[config.mk]
export PLATFORM = sky130hd
export DESIGN_NAME = vsip_regs
export DESIGN_NICKNAME = d
export VERILOG_FILES = /design/src/rtl/vsip_pkg.sv /design/src/rtl/vsip_warl_reg.sv /design/src/rtl/vsip_csr_decode.sv /design/src/rtl/vsip_sup_view.sv /design/src/rtl/vsip_regs.sv
export SDC_FILE = /design/constraint.sdc
export NUM_CORES = 1
export LEC_CHECK = 0
export BUFFER_PORTS_ARGS = -buffer_cell sky130_fd_sc_hd__buf_2
export CORE_AREA = 2 2 127 129
export CTS_BUF_LIST = sky130_fd_sc_hd__clkbuf_16
export CTS_CLUSTER_DIAMETER = 120
export DETAILED_ROUTE_END_ITERATION = 8
export DIE_AREA = 0 0 129 131
export GPL_TIMING_DRIVEN = 0
export MAX_ROUTING_LAYER = met4
export PLACE_DENSITY = 0.62
export SYNTH_ARGS = -nofsm -noshare
export SYNTH_HDL_FRONTEND = slang
export SYNTH_SLANG_ARGS = --single-unit
export TNS_END_PERCENT = 5
[constraint.sdc]
create_clock -name clk -period 3.4 [get_ports clk]
set_input_delay 0.17 -clock clk [delete_from_list [all_inputs] [get_ports clk]]
set_output_delay 0.17 -clock clk [all_outputs]
set_load 0.01 [all_outputs]
[src/rtl/vsip_pkg.sv]
package vsip_pkg;
  localparam int unsigned NCAUSE = 64;
  localparam int unsigned HALF   = NCAUSE / 2;
  localparam logic [NCAUSE-1:0] LOW_RSV = 64'h0000_0000_0000_1FFF;
  localparam int unsigned SW_BIT  = 1;
  localparam int unsigned TMR_BIT = 5;
  localparam int unsigned EXT_BIT = 9;

  typedef enum logic [1:0] {
    SEL_EN_LO = 2'd0,
    SEL_EN_HI = 2'd1,
    SEL_PV_LO = 2'd2,
    SEL_PV_HI = 2'd3
  } csr_sel_e;

  function automatic logic [NCAUSE-1:0] one_hot(input int unsigned idx, input bit on);
    logic [NCAUSE-1:0] v;
    v = '0;
    if (on) v[idx] = 1'b1;
    return v;
  endfunction
endpackage

[src/rtl/vsip_warl_reg.sv]
module vsip_warl_reg #(
  parameter int unsigned W = 64,
  parameter logic [W-1:0] WR_MASK  = '0,
  parameter logic [W-1:0] RO1_MASK = '0
) (
  input  logic         clk,
  input  logic         rst_n,
  input  logic         we_lo,
  input  logic         we_hi,
  input  logic [W-1:0] wdata,
  output logic [W-1:0] q
);
  localparam int unsigned HW = W / 2;
  localparam logic [W-1:0] LIVE = WR_MASK & ~RO1_MASK;

  logic [HW-1:0] store_h [2];

  for (genvar h = 0; h < 2; h++) begin : g_half
    logic we_h;
    assign we_h = (h == 0) ? we_lo : we_hi;
    always_ff @(posedge clk) begin
      if (!rst_n) store_h[h] <= '0;
      else if (we_h) store_h[h] <= wdata[h*HW +: HW] & LIVE[h*HW +: HW];
    end
  end

  assign q = ({store_h[1], store_h[0]} & LIVE) | RO1_MASK;

  a_r1_reset_value: assert property (@(posedge clk) disable iff (!rst_n)
    $rose(rst_n) |-> q == RO1_MASK);
  a_r6_low_load: assert property (@(posedge clk) disable iff (!rst_n)
    we_lo |=> q[HW-1:0] == (($past(wdata[HW-1:0]) & LIVE[HW-1:0]) | RO1_MASK[HW-1:0]));
  a_r6_high_load: assert property (@(posedge clk) disable iff (!rst_n)
    we_hi |=> q[W-1:HW] == (($past(wdata[W-1:HW]) & LIVE[W-1:HW]) | RO1_MASK[W-1:HW]));
  a_r7_high_kept: assert property (@(posedge clk) disable iff (!rst_n)
    (we_lo && !we_hi) |=> q[W-1:HW] == $past(q[W-1:HW]));
  a_r7_low_kept: assert property (@(posedge clk) disable iff (!rst_n)
    (we_hi && !we_lo) |=> q[HW-1:0] == $past(q[HW-1:0]));
  a_r10_idle_hold: assert property (@(posedge clk) disable iff (!rst_n)
    (!we_lo && !we_hi) |=> $stable(q));
endmodule

[src/rtl/vsip_csr_decode.sv]
module vsip_csr_decode
  import vsip_pkg::*;
(
  input  logic              clk,
  input  logic              rst_n,
  input  logic              csr_en,
  input  logic              csr_we,
  input  logic              csr_wide,
  input  logic [1:0]        csr_addr,
  input  logic [NCAUSE-1:0] csr_wdata,
  input  logic [NCAUSE-1:0] en_q,
  input  logic [NCAUSE-1:0] pv_q,
  output logic              en_we_lo,
  output logic              en_we_hi,
  output logic              pv_we_lo,
  output logic              pv_we_hi,
  output logic [NCAUSE-1:0] wr_data,
  output logic [NCAUSE-1:0] csr_rdata
);
  logic     acc;
  csr_sel_e sel;
  logic [NCAUSE-1:0] picked;

  assign acc = csr_en & csr_we;
  assign sel = csr_sel_e'(csr_addr);

  always_comb begin
    en_we_lo = 1'b0;
    en_we_hi = 1'b0;
    pv_we_lo = 1'b0;
    pv_we_hi = 1'b0;
    if (acc) begin
      if (csr_wide) begin
        en_we_lo = ~csr_addr[1];
        en_we_hi = ~csr_addr[1];
        pv_we_lo = csr_addr[1];
        pv_we_hi = csr_addr[1];
      end else begin
        unique case (sel)
          SEL_EN_LO: en_we_lo = 1'b1;
          SEL_EN_HI: en_we_hi = 1'b1;
          SEL_PV_LO: pv_we_lo = 1'b1;
          SEL_PV_HI: pv_we_hi = 1'b1;
        endcase
      end
    end
  end

  assign wr_data = csr_wide ? csr_wdata : {csr_wdata[HALF-1:0], csr_wdata[HALF-1:0]};

  assign picked = csr_addr[1] ? pv_q : en_q;

  always_comb begin
    if (csr_wide)          csr_rdata = picked;
    else if (csr_addr[0])  csr_rdata = {{HALF{1'b0}}, picked[NCAUSE-1:HALF]};
    else                   csr_rdata = {{HALF{1'b0}}, picked[HALF-1:0]};
  end

  a_r7_single_half: assert property (@(posedge clk) disable iff (!rst_n)
    (acc && !csr_wide) |-> $onehot({en_we_lo, en_we_hi, pv_we_lo, pv_we_hi}));
  a_r6_both_halves: assert property (@(posedge clk) disable iff (!rst_n)
    (acc && csr_wide) |-> $countones({en_we_lo, en_we_hi, pv_we_lo, pv_we_hi}) == 2);
  a_r10_no_strobe: assert property (@(posedge clk) disable iff (!rst_n)
    !acc |-> !(en_we_lo || en_we_hi || pv_we_lo || pv_we_hi));
endmodule

[src/rtl/vsip_sup_view.sv]
module vsip_sup_view
  import vsip_pkg::*;
(
  input  logic              clk,
  input  logic              rst_n,
  input  logic [NCAUSE-1:0] hw_pend,
  input  logic [NCAUSE-1:0] deleg,
  input  logic [NCAUSE-1:0] en_q,
  input  logic [NCAUSE-1:0] pv_q,
  output logic [NCAUSE-1:0] sup_pend
);
  for (genvar i = 0; i < NCAUSE; i++) begin : g_cause
    always_comb begin
      if (deleg[i])     sup_pend[i] = hw_pend[i];
      else if (en_q[i]) sup_pend[i] = pv_q[i];
      else              sup_pend[i] = 1'b0;
    end
  end

  a_r8_deleg_follow: assert property (@(posedge clk) disable iff (!rst_n)
    ((sup_pend ^ hw_pend) & deleg) == '0);
  a_r8_closed_cause: assert property (@(posedge clk) disable iff (!rst_n)
    (sup_pend & ~deleg & ~en_q) == '0);
  a_r8_virtual_only: assert property (@(posedge clk) disable iff (!rst_n)
    (sup_pend & ~deleg & ~pv_q) == '0);
endmodule

[src/rtl/vsip_regs.sv]
module vsip_regs
  import vsip_pkg::*;
#(
  parameter bit SW_EN_WR  = 1'b1,
  parameter bit EXT_EN_WR = 1'b1,
  parameter bit TMR_HW_WR = 1'b0,
  parameter logic [63:0] EN_HI_WR  = 64'hFFFF_0000_FFFF_E000,
  parameter logic [63:0] EN_HI_RO1 = 64'h0000_000F_0000_0000,
  parameter logic [63:0] PV_HI_WR  = 64'hFFFF_FFFF_FFFF_E000
) (
  input  logic        clk,
  input  logic        rst_n,
  input  logic        csr_en,
  input  logic        csr_we,
  input  logic        csr_wide,
  input  logic [1:0]  csr_addr,
  input  logic [63:0] csr_wdata,
  output logic [63:0] csr_rdata,
  input  logic [63:0] hw_pend,
  input  logic [63:0] deleg,
  output logic [63:0] sup_pend
);
  localparam logic [NCAUSE-1:0] EN_RO1 = EN_HI_RO1 & ~LOW_RSV;
  localparam logic [NCAUSE-1:0] EN_WR  =
      one_hot(SW_BIT, SW_EN_WR) | one_hot(TMR_BIT, TMR_HW_WR) | one_hot(EXT_BIT, EXT_EN_WR)
    | (EN_HI_WR & ~LOW_RSV & ~EN_RO1);
  localparam logic [NCAUSE-1:0] PV_WR  =
      one_hot(SW_BIT, 1'b1) | one_hot(TMR_BIT, 1'b1) | one_hot(EXT_BIT, 1'b1)
    | (PV_HI_WR & ~LOW_RSV);

  logic en_we_lo, en_we_hi, pv_we_lo, pv_we_hi;
  logic [NCAUSE-1:0] wr_data, en_q, pv_q;

  vsip_csr_decode u_dec (
    .clk(clk), .rst_n(rst_n), .csr_en(csr_en), .csr_we(csr_we), .csr_wide(csr_wide),
    .csr_addr(csr_addr), .csr_wdata(csr_wdata), .en_q(en_q), .pv_q(pv_q),
    .en_we_lo(en_we_lo), .en_we_hi(en_we_hi), .pv_we_lo(pv_we_lo), .pv_we_hi(pv_we_hi),
    .wr_data(wr_data), .csr_rdata(csr_rdata)
  );

  vsip_warl_reg #(.W(NCAUSE), .WR_MASK(EN_WR), .RO1_MASK(EN_RO1)) u_en (
    .clk(clk), .rst_n(rst_n), .we_lo(en_we_lo), .we_hi(en_we_hi), .wdata(wr_data), .q(en_q)
  );

  vsip_warl_reg #(.W(NCAUSE), .WR_MASK(PV_WR), .RO1_MASK('0)) u_pv (
    .clk(clk), .rst_n(rst_n), .we_lo(pv_we_lo), .we_hi(pv_we_hi), .wdata(wr_data), .q(pv_q)
  );

  vsip_sup_view u_view (
    .clk(clk), .rst_n(rst_n), .hw_pend(hw_pend), .deleg(deleg),
    .en_q(en_q), .pv_q(pv_q), .sup_pend(sup_pend)
  );

  a_r2_reserved_zero: assert property (@(posedge clk) disable iff (!rst_n)
    (en_q & LOW_RSV & ~64'h222) == '0);
  a_r5_pend_reserved: assert property (@(posedge clk) disable iff (!rst_n)
    (pv_q & LOW_RSV & ~64'h222) == '0);
endmodule

==> results of run 1 <==
==> worst max-delay path by stage <==
stage	end	depth (start not counted)
after floorplan	u_pv.store_h[1][0]$_SDFFCE_PN0P_	5
after global placement	u_en.store_h[0][8]$_SDFFCE_PN0P_	5
after detailed placement	u_pv.store_h[1][14]$_SDFFCE_PN0P_	6
after CTS	u_pv.store_h[1][15]$_SDFFCE_PN0P_	6
after global routing	u_pv.store_h[1][15]$_SDFFCE_PN0P_	6
final	u_pv.store_h[1][15]$_SDFFCE_PN0P_	6
==> state kept, by name (all words and copies together) (netlist names) <==
signal,flops
u_en.store_h,37
u_pv.store_h,54
==> area by class of cell <==
type                            count  area share
Antenna cell                        1   0.0003277
Buffer                             31     0.01802
Clock buffer                        9     0.02949
Clock inverter                      7    0.009830
Inverter                            4    0.001966
Multi-Input combinational cell    375      0.3224
Sequential cell                    91      0.3578
Tap cell                          216     0.03539
Timing Repair Buffer              329      0.2248
==> cell usage in the layout, fill, tap and decap left out, types with 2 or more instances in the layout <==
cell / Yosys / layout
sky130_fd_sc_hd__o21ai_0: 41 / 41
sky130_fd_sc_hd__o21ai_4: 0 / 2
sky130_fd_sc_hd__nor2b_1: 17 / 17
sky130_fd_sc_hd__buf_16: 0 / 2
sky130_fd_sc_hd__mux2i_1: 49 / 49
sky130_fd_sc_hd__inv_6: 0 / 2
sky130_fd_sc_hd__clkbuf_16: 0 / 9
sky130_fd_sc_hd__and2_1: 66 / 66
sky130_fd_sc_hd__clkinvlp_4: 0 / 2
sky130_fd_sc_hd__nor2_1: 50 / 50
sky130_fd_sc_hd__and3_1: 19 / 19
sky130_fd_sc_hd__nand3b_1: 4 / 4
sky130_fd_sc_hd__inv_1: 4 / 5
sky130_fd_sc_hd__edfxtp_1: 91 / 91
sky130_fd_sc_hd__mux4_2: 16 / 16
sky130_fd_sc_hd__o31ai_4: 0 / 2
sky130_fd_sc_hd__buf_2: 11 / 336
sky130_fd_sc_hd__a21oi_1: 4 / 4
sky130_fd_sc_hd__nand3_1: 13 / 13
sky130_fd_sc_hd__a21boi_1: 5 / 5
sky130_fd_sc_hd__nand2_1: 81 / 81
sky130_fd_sc_hd__clkbuf_1: 19 / 19
==> per-stage QoR <==
step	hold WS (ns)	area, um2	utilization
floorplan	0.3682	5298	-
global placement	0.4669	7194	0.4613
detailed placement	0.4647	7335	0.4702
CTS	0.1142	7635	0.4895
global route	0.1388	7637	0.4897
finish	0.1266	7637	0.4897
==> per-layer routing <==
metal	GRT usage	vias up	routed length [um]
li1	-	2454	-
met1	0.2494	2241	7201
met2	0.4049	205	9897
met3	0.04357	12	1435
met4	0.05115	0	178
met5	-	-	0
==> critical path: stages <==
cell                       delay (ns)
sky130_fd_sc_hd__buf_2           0.17
sky130_fd_sc_hd__buf_2           0.35
sky130_fd_sc_hd__clkbuf_1        0.40
sky130_fd_sc_hd__nand3_1         0.28
sky130_fd_sc_hd__o21ai_4         0.50
sky130_fd_sc_hd__buf_12          0.26
==> kinds of logic (layout without fill, tap and decap cells) <==
family	after synthesis	count (layout)	share of synthesized area
DFF	91	91	0.5158
other	0	1	0
AOI/OAI and AO/OA	54	54	0.05432
muxes	65	65	0.1606
and+or+nand+nor	256	256	0.2404
buffers and inverters	35	380	0.02881
==> power by group <==
part,leakage (nW),internal [mW],total (mW),switching (mW)
registers,0.887,1.32,1.36,0.0436
logic,2.62,0.290,0.619,0.330
clock network,0.144,0.574,1.01,0.435
==> metrics.csv, run 1 <==
stage,metric,value,unit
timing,accumulated negative setup slack,0,ns
layout,share of layout cells above drive strength 1,0.4456,
logic_synthesis,Post-synth ARST share,0,
logic_synthesis,combined area of all synthesized cells,5298,um2
timing,post-layout min period,2.124,ns
die,IO Pins,327,
logic_synthesis,flip-flop and latch count after synthesis,91,
timing,setup repair after global routing missed its margin,false,
global_route,overflow left after global routing,0,
worst_setup_path,"Worst Path Class, Setup",input port to flop,
timing,count of final hold-check violations,0,
global_route,pin count of the biggest net entering global routing,24,
clocking,root buffer cell,sky130_fd_sc_hd__clkbuf_16,
place,final weighted congestion in routability-driven placement,0.7673,
logic_synthesis,"Avg Cell Area, Syn",10.57,um2
clocking,clock tree from TritonCTS,done,
logic_synthesis,cell count after synthesis,501,
routing,antenna-violating nets left,0,
logic_synthesis,library cell with the largest summed area after synthesis,sky130_fd_sc_hd__edfxtp_1,
worst_setup_path,critical path peak fanout,23,
layout,area of combinational cells with multiple inputs,2462,um2
layout,area added between synthesis and finish,44.17,%
routing,Routed wire per std cell,17.60,um
clocking,clock net sink count,91,
routing,DRC violation count after routing,0,
die,floorplan row count,46,
place,quantity of I/O buffers inserted on ports,325,
layout,Storage cell area,2733,um2
routing,per-cell via count in the routed design,4.621,
global_route,number of antenna violations at the first check in global routing,1,
logic_synthesis,share of the synthesized area in the top cell type,0.5158,
die,die span in y,131,um
logic_synthesis,share of the yosys chip area belonging to registers,0.5158,
clocking,cts bufs inserted,9,
worst_setup_path,type of destination of the critical path,flop,
layout,Post-Layout Cell Count,1063,
worst_setup_path,startpoint of the worst setup timing path,csr_addr[1],
logic_synthesis,count of flip-flops with a built-in enable after synthesis,91,
layout,layout net count,1040,
clocking,number of buffers inserted for hold repair after clock tree synthesis,0,
timing,max-slew violation count,0,
die,core area,15600,um2
min_path,sink of the worst hold path,u_pv.store_h[0][5]$_SDFFCE_PN0P_,
die,Die X-Extent,129,um
logic_synthesis,dominant cells by area after synthesis,"sky130_fd_sc_hd__edfxtp_1 52%, sky130_fd_sc_hd__mux2i_1 9.3%, sky130_fd_sc_hd__and2_1 7.8%",
clocking,maximum level of the CTS H-tree,3,
worst_setup_path,type of origin of the critical path,input port,
min_path,WHS Path Cells,2,
global_route,global-route wire length before repair,26410,um
logic_synthesis,leading cell types by count after synthesis,"91 x sky130_fd_sc_hd__edfxtp_1, 81 x sky130_fd_sc_hd__nand2_1, 66 x sky130_fd_sc_hd__and2_1",
routing,vias,4912,
worst_setup_path,data arrival at the endpoint of the critical path,2.16,ns
timing,count of endpoints failing setup in the final report,0,
timing,timing-limited maximum frequency,0.4708,GHz
logic_synthesis,commonest register cell after synthesis,sky130_fd_sc_hd__edfxtp_1,
global_route,number of global-route vias before repair,4822,
power,Overall Power,2.992,mW
outcome,outcome,completed,
logic_synthesis,library cell with the highest instance count after synthesis,sky130_fd_sc_hd__edfxtp_1,
routing,detailed router's first-iteration violation count,192,
min_path,path class of the lowest-slack min-delay path,input port to flop,
power,areal power density over the cells,391.8,nW/um2
place,worst slack at placement,0.9291,ns
clocking,clock-pin transition on the worst setup and hold timing paths,0.07,ns
power,maximum resistive drop on vdd,0.1891,mV
die,starting utilization of the core area,0.3396,
clocking,maximum buffer depth of the clock tree,2,
routing,1st-pass router iterations,4,
timing,fin crit share,0.6247,
place,final HPWL from detailed placement,14970,um
clocking,Resized cells post-CTS,0,
global_route,overall global routing resource usage,0.2209,
power,leakage power of the design,3.655,nW
worst_setup_path,data required time at the worst endpoint,3.44,ns
timing,remaining max-slew budget at the tightest pin,0.4535,
logic_synthesis,number of warnings issued by yosys,0,
logic_synthesis,Synthesized Nets,700,
timing,Final WS setup,1.276,ns
routing,overall routed net length,18710,um
logic_synthesis,count of different cell masters after synthesis,25,
layout,number of fillers in the final layout,1528,
timing,Worst Tran Pin Value,0.8198,ns
die,area of the die,16900,um2
min_path,hold_sp,csr_wdata[5],
place,placed insts,1046,
clocking,number of setup buffers added after CTS,0,
flow_run,number of max-cap violations,0,
Power figures use the tool's default switching activity.
==> inputs of run 2 (changes only) <==
--- a/config.mk
+++ b/config.mk
@@ -6,14 +6,14 @@
 export NUM_CORES = 1
 export LEC_CHECK = 0
 export BUFFER_PORTS_ARGS = -buffer_cell sky130_fd_sc_hd__buf_2
-export CORE_AREA = 2 2 127 129
+export CORE_AREA = 2 2 126 128
 export CTS_BUF_LIST = sky130_fd_sc_hd__clkbuf_16
 export CTS_CLUSTER_DIAMETER = 120
 export DETAILED_ROUTE_END_ITERATION = 8
-export DIE_AREA = 0 0 129 131
+export DIE_AREA = 0 0 128 130
 export GPL_TIMING_DRIVEN = 0
 export MAX_ROUTING_LAYER = met4
-export PLACE_DENSITY = 0.62
+export PLACE_DENSITY = 0.66
 export SYNTH_ARGS = -nofsm -noshare
 export SYNTH_HDL_FRONTEND = slang
 export SYNTH_SLANG_ARGS = --single-unit
==> constraint.sdc (replaced) <==
create_clock -name clk -period 1.8 [get_ports clk]
set_input_delay 0.09 -clock clk [delete_from_list [all_inputs] [get_ports clk]]
set_output_delay 0.09 -clock clk [all_outputs]
set_load 0.01 [all_outputs]
==> run 2 against run 1 <==
Die area shrank 1.5%. Final area shrank 0.23%. Critical path depth shrank 2. Via count grew 2.1%. Final cell count shrank 2.3%. Worst setup slack lost 1.2 ns. Routed wire length shrank 0.33%. Hold slack lost 0.079 ns. Sequential share of layout area grew 0.082 points. Critical path type unchanged. Highest routed layer unchanged.
==> metrics.csv, run 2 (same netlist as run 1, synthesis figures left out) <==
stage,metric,value,unit,change
routing,per-cell via count in the routed design,4.827,,+4.5%
layout,number of flip-flops under the largest register name,54,,unchanged
place,quantity of I/O buffers inserted on ports,325,,unchanged
clocking,root buffer cell,sky130_fd_sc_hd__clkbuf_16,,
place,area of placed instances,7259,um2,-1.0%
place,placed insts,1020,,-2.5%
timing,count of final hold-check violations,0,,unchanged
clocking,clock net sink count,91,,unchanged
die,IO Pins,327,,unchanged
power,Overall Power,5.588,mW,+87%
clocking,clock-pin transition on the worst setup and hold timing paths,0.07,ns,about the same
min_path,path class of the lowest-slack min-delay path,input port to flop,,
layout,antenna fix cells,0,,-1
routing,detailed router's first-iteration violation count,233,,+21%
worst_setup_path,data required time at the worst endpoint,1.76,ns,-1.68 ns
routing,DRC violation count after routing,0,,unchanged
timing,max-slew violation count,0,,unchanged
power,maximum resistive drop on vdd,0.5088,mV,+170%
global_route,overall global routing resource usage,0.2237,,+0.002866
clocking,cts bufs inserted,9,,unchanged
worst_setup_path,"slowest stage delay, CP",0.85,ns,+0.35 ns
timing,timing-limited maximum frequency,0.5833,GHz,
die,core area,15420,um2,-1.1%
layout,Post-Layout Cell Count,1039,,-2.3%
worst_setup_path,type of destination of the critical path,flop,,
timing,Worst Tran Pin Value,0.8434,ns,+0.02362 ns
worst_setup_path,highest-delay cell along the critical path,sky130_fd_sc_hd__o31ai_4,,
global_route,pin count of the biggest net entering global routing,17,,-29%
timing,accumulated negative setup slack,0,ns,unchanged
die,starting utilization of the core area,0.3434,,+0.003802
die,die span in y,130,um,-0.76%
power,leakage power of the design,3.662,nW,+0.18%
routing,overall routed net length,18650,um,-0.33%
clocking,maximum level of the CTS H-tree,3,,unchanged
die,Die X-Extent,128,um,-0.78%
layout,most common library cell in the layout ignoring fill and taps,sky130_fd_sc_hd__buf_2,,
global_route,number of global-route vias before repair,4778,,-0.91%
routing,Routed wire per std cell,17.95,um,+2.0%
place,final HPWL from detailed placement,14010,um,-6.5%
global_route,overflow left after global routing,0,,unchanged
timing,setup repair after global routing missed its margin,true,,
layout,Largest regs,"u_pv.store_h (54), u_en.store_h (37)",,
worst_setup_path,"Worst Path Class, Setup",input port to flop,,
place,final weighted congestion in routability-driven placement,0.7678,,about the same
timing,fin crit share,0.9525,,
global_route,number of antenna violations at the first check in global routing,0,,-1
layout,area added between synthesis and finish,43.84,%,
global_route,global-route wire length before repair,26550,um,+0.52%
layout,"Most flops, register",u_pv.store_h,,
routing,1st-pass router iterations,4,,unchanged
layout,layout net count,1042,,+0.19%
worst_setup_path,dominant delay contributor by cell family on the critical path,compound AO/OA/AOI/OAI gates,,
flow_run,number of max-cap violations,0,,unchanged
layout,final core utilization,0.4940,,+0.004345
power,areal power density over the cells,733.3,nW/um2,+87%
layout,most used cells in the layout excluding fill and tap cells,"336 x sky130_fd_sc_hd__buf_2, 91 x sky130_fd_sc_hd__edfxtp_1, 81 x sky130_fd_sc_hd__nand2_1, 66 x sky130_fd_sc_hd__and2_1",,
timing,remaining max-slew budget at the tightest pin,0.4377,,-0.01575
worst_setup_path,buffer and inverter count on the worst path,3,,-1
clocking,maximum buffer depth of the clock tree,2,,unchanged
routing,vias,5015,,+2.1%
timing,post-layout min period,1.715,ns,
worst_setup_path,type of origin of the critical path,input port,,
worst_setup_path,critical path cell sequence,buf_2 > buf_4 > clkbuf_1 > o31ai_4,,
outcome,outcome,completed,,
die,area of the die,16640,um2,-1.5%
die,floorplan row count,46,,unchanged
clocking,clock tree from TritonCTS,done,,
routing,antenna-violating nets left,0,,unchanged
worst_setup_path,data arrival at the endpoint of the critical path,1.68,ns,-0.48 ns
layout,final instance area,7620,um2,-0.23%
timing,count of endpoints failing setup in the final report,0,,unchanged
layout,share of layout cells above drive strength 1,0.4510,,+0.005377
worst_setup_path,critical path peak fanout,11,,-52%
-- run 2: cell count changes in the layout (fill, tap and decap cells not counted), moves of 2 or more --
cell and delta:
sky130_fd_sc_hd__inv_6 -2, sky130_fd_sc_hd__clkbuf_2 +2, sky130_fd_sc_hd__buf_4 +2, sky130_fd_sc_hd__clkbuf_1 -3
-- run 2: layout make-up --
class,count,area (um2)
clock buffers,9,225.2
repair buffers,329,1697
plain buffers,31,143.9
multi-input cells,377,2507
fillers,1434,7805
inverters,4,15.01
flip-flops and latches,91,2733
clock inverters,6,58.81
well taps,192,240.2
-- run 2: final timing paths --
check,startpoint,to,depth (start not counted)
worst min-delay path,csr_wdata[21],u_pv.store_h[0][21]$_SDFFCE_PN0P_,2
worst max-delay path,csr_addr[1],u_en.store_h[0][12]$_SDFFCE_PN0P_,4
-- run 2: metrics by stage --
stage	hold WS, ns	setup slack, ns
2_1_floorplan	0.2882	-0.07924
3_3_place_gp	0.3897	-1.059
3_5_place_dp	0.3951	-0.9170
4_1_cts	0.03650	0.01706
5_1_grt	0.04447	-0.06656
6_report	0.04738	0.08548
-- run 2: layer usage --
metal / part of all wire / GRT usage / wire length [um] / vias to the layer above
li1: - / - / - / 2463
met4: 0.012 / 0.06141 / 228 / 0
met1: 0.40 / 0.2588 / 7426 / 2304
met3: 0.072 / 0.03731 / 1334 / 15
met5: 0 / - / 0 / -
met2: 0.52 / 0.4039 / 9662 / 233
-- run 2: what timing repair did --
action | 4_1_cts | 5_1_grt
hold buffers | 0 | 0
resized for setup | 6 | 2
buffers inserted | 2 | 0
pin swaps | 2 | 0
gates cloned | 2 | 0
setup endpoints to repair | 77 | 54
-- run 2: power by group --
group	total [mW]	switching, mW	internal, mW
clock	1.84	0.781	1.06
combinational	1.17	0.625	0.546
sequential	2.58	0.0823	2.49
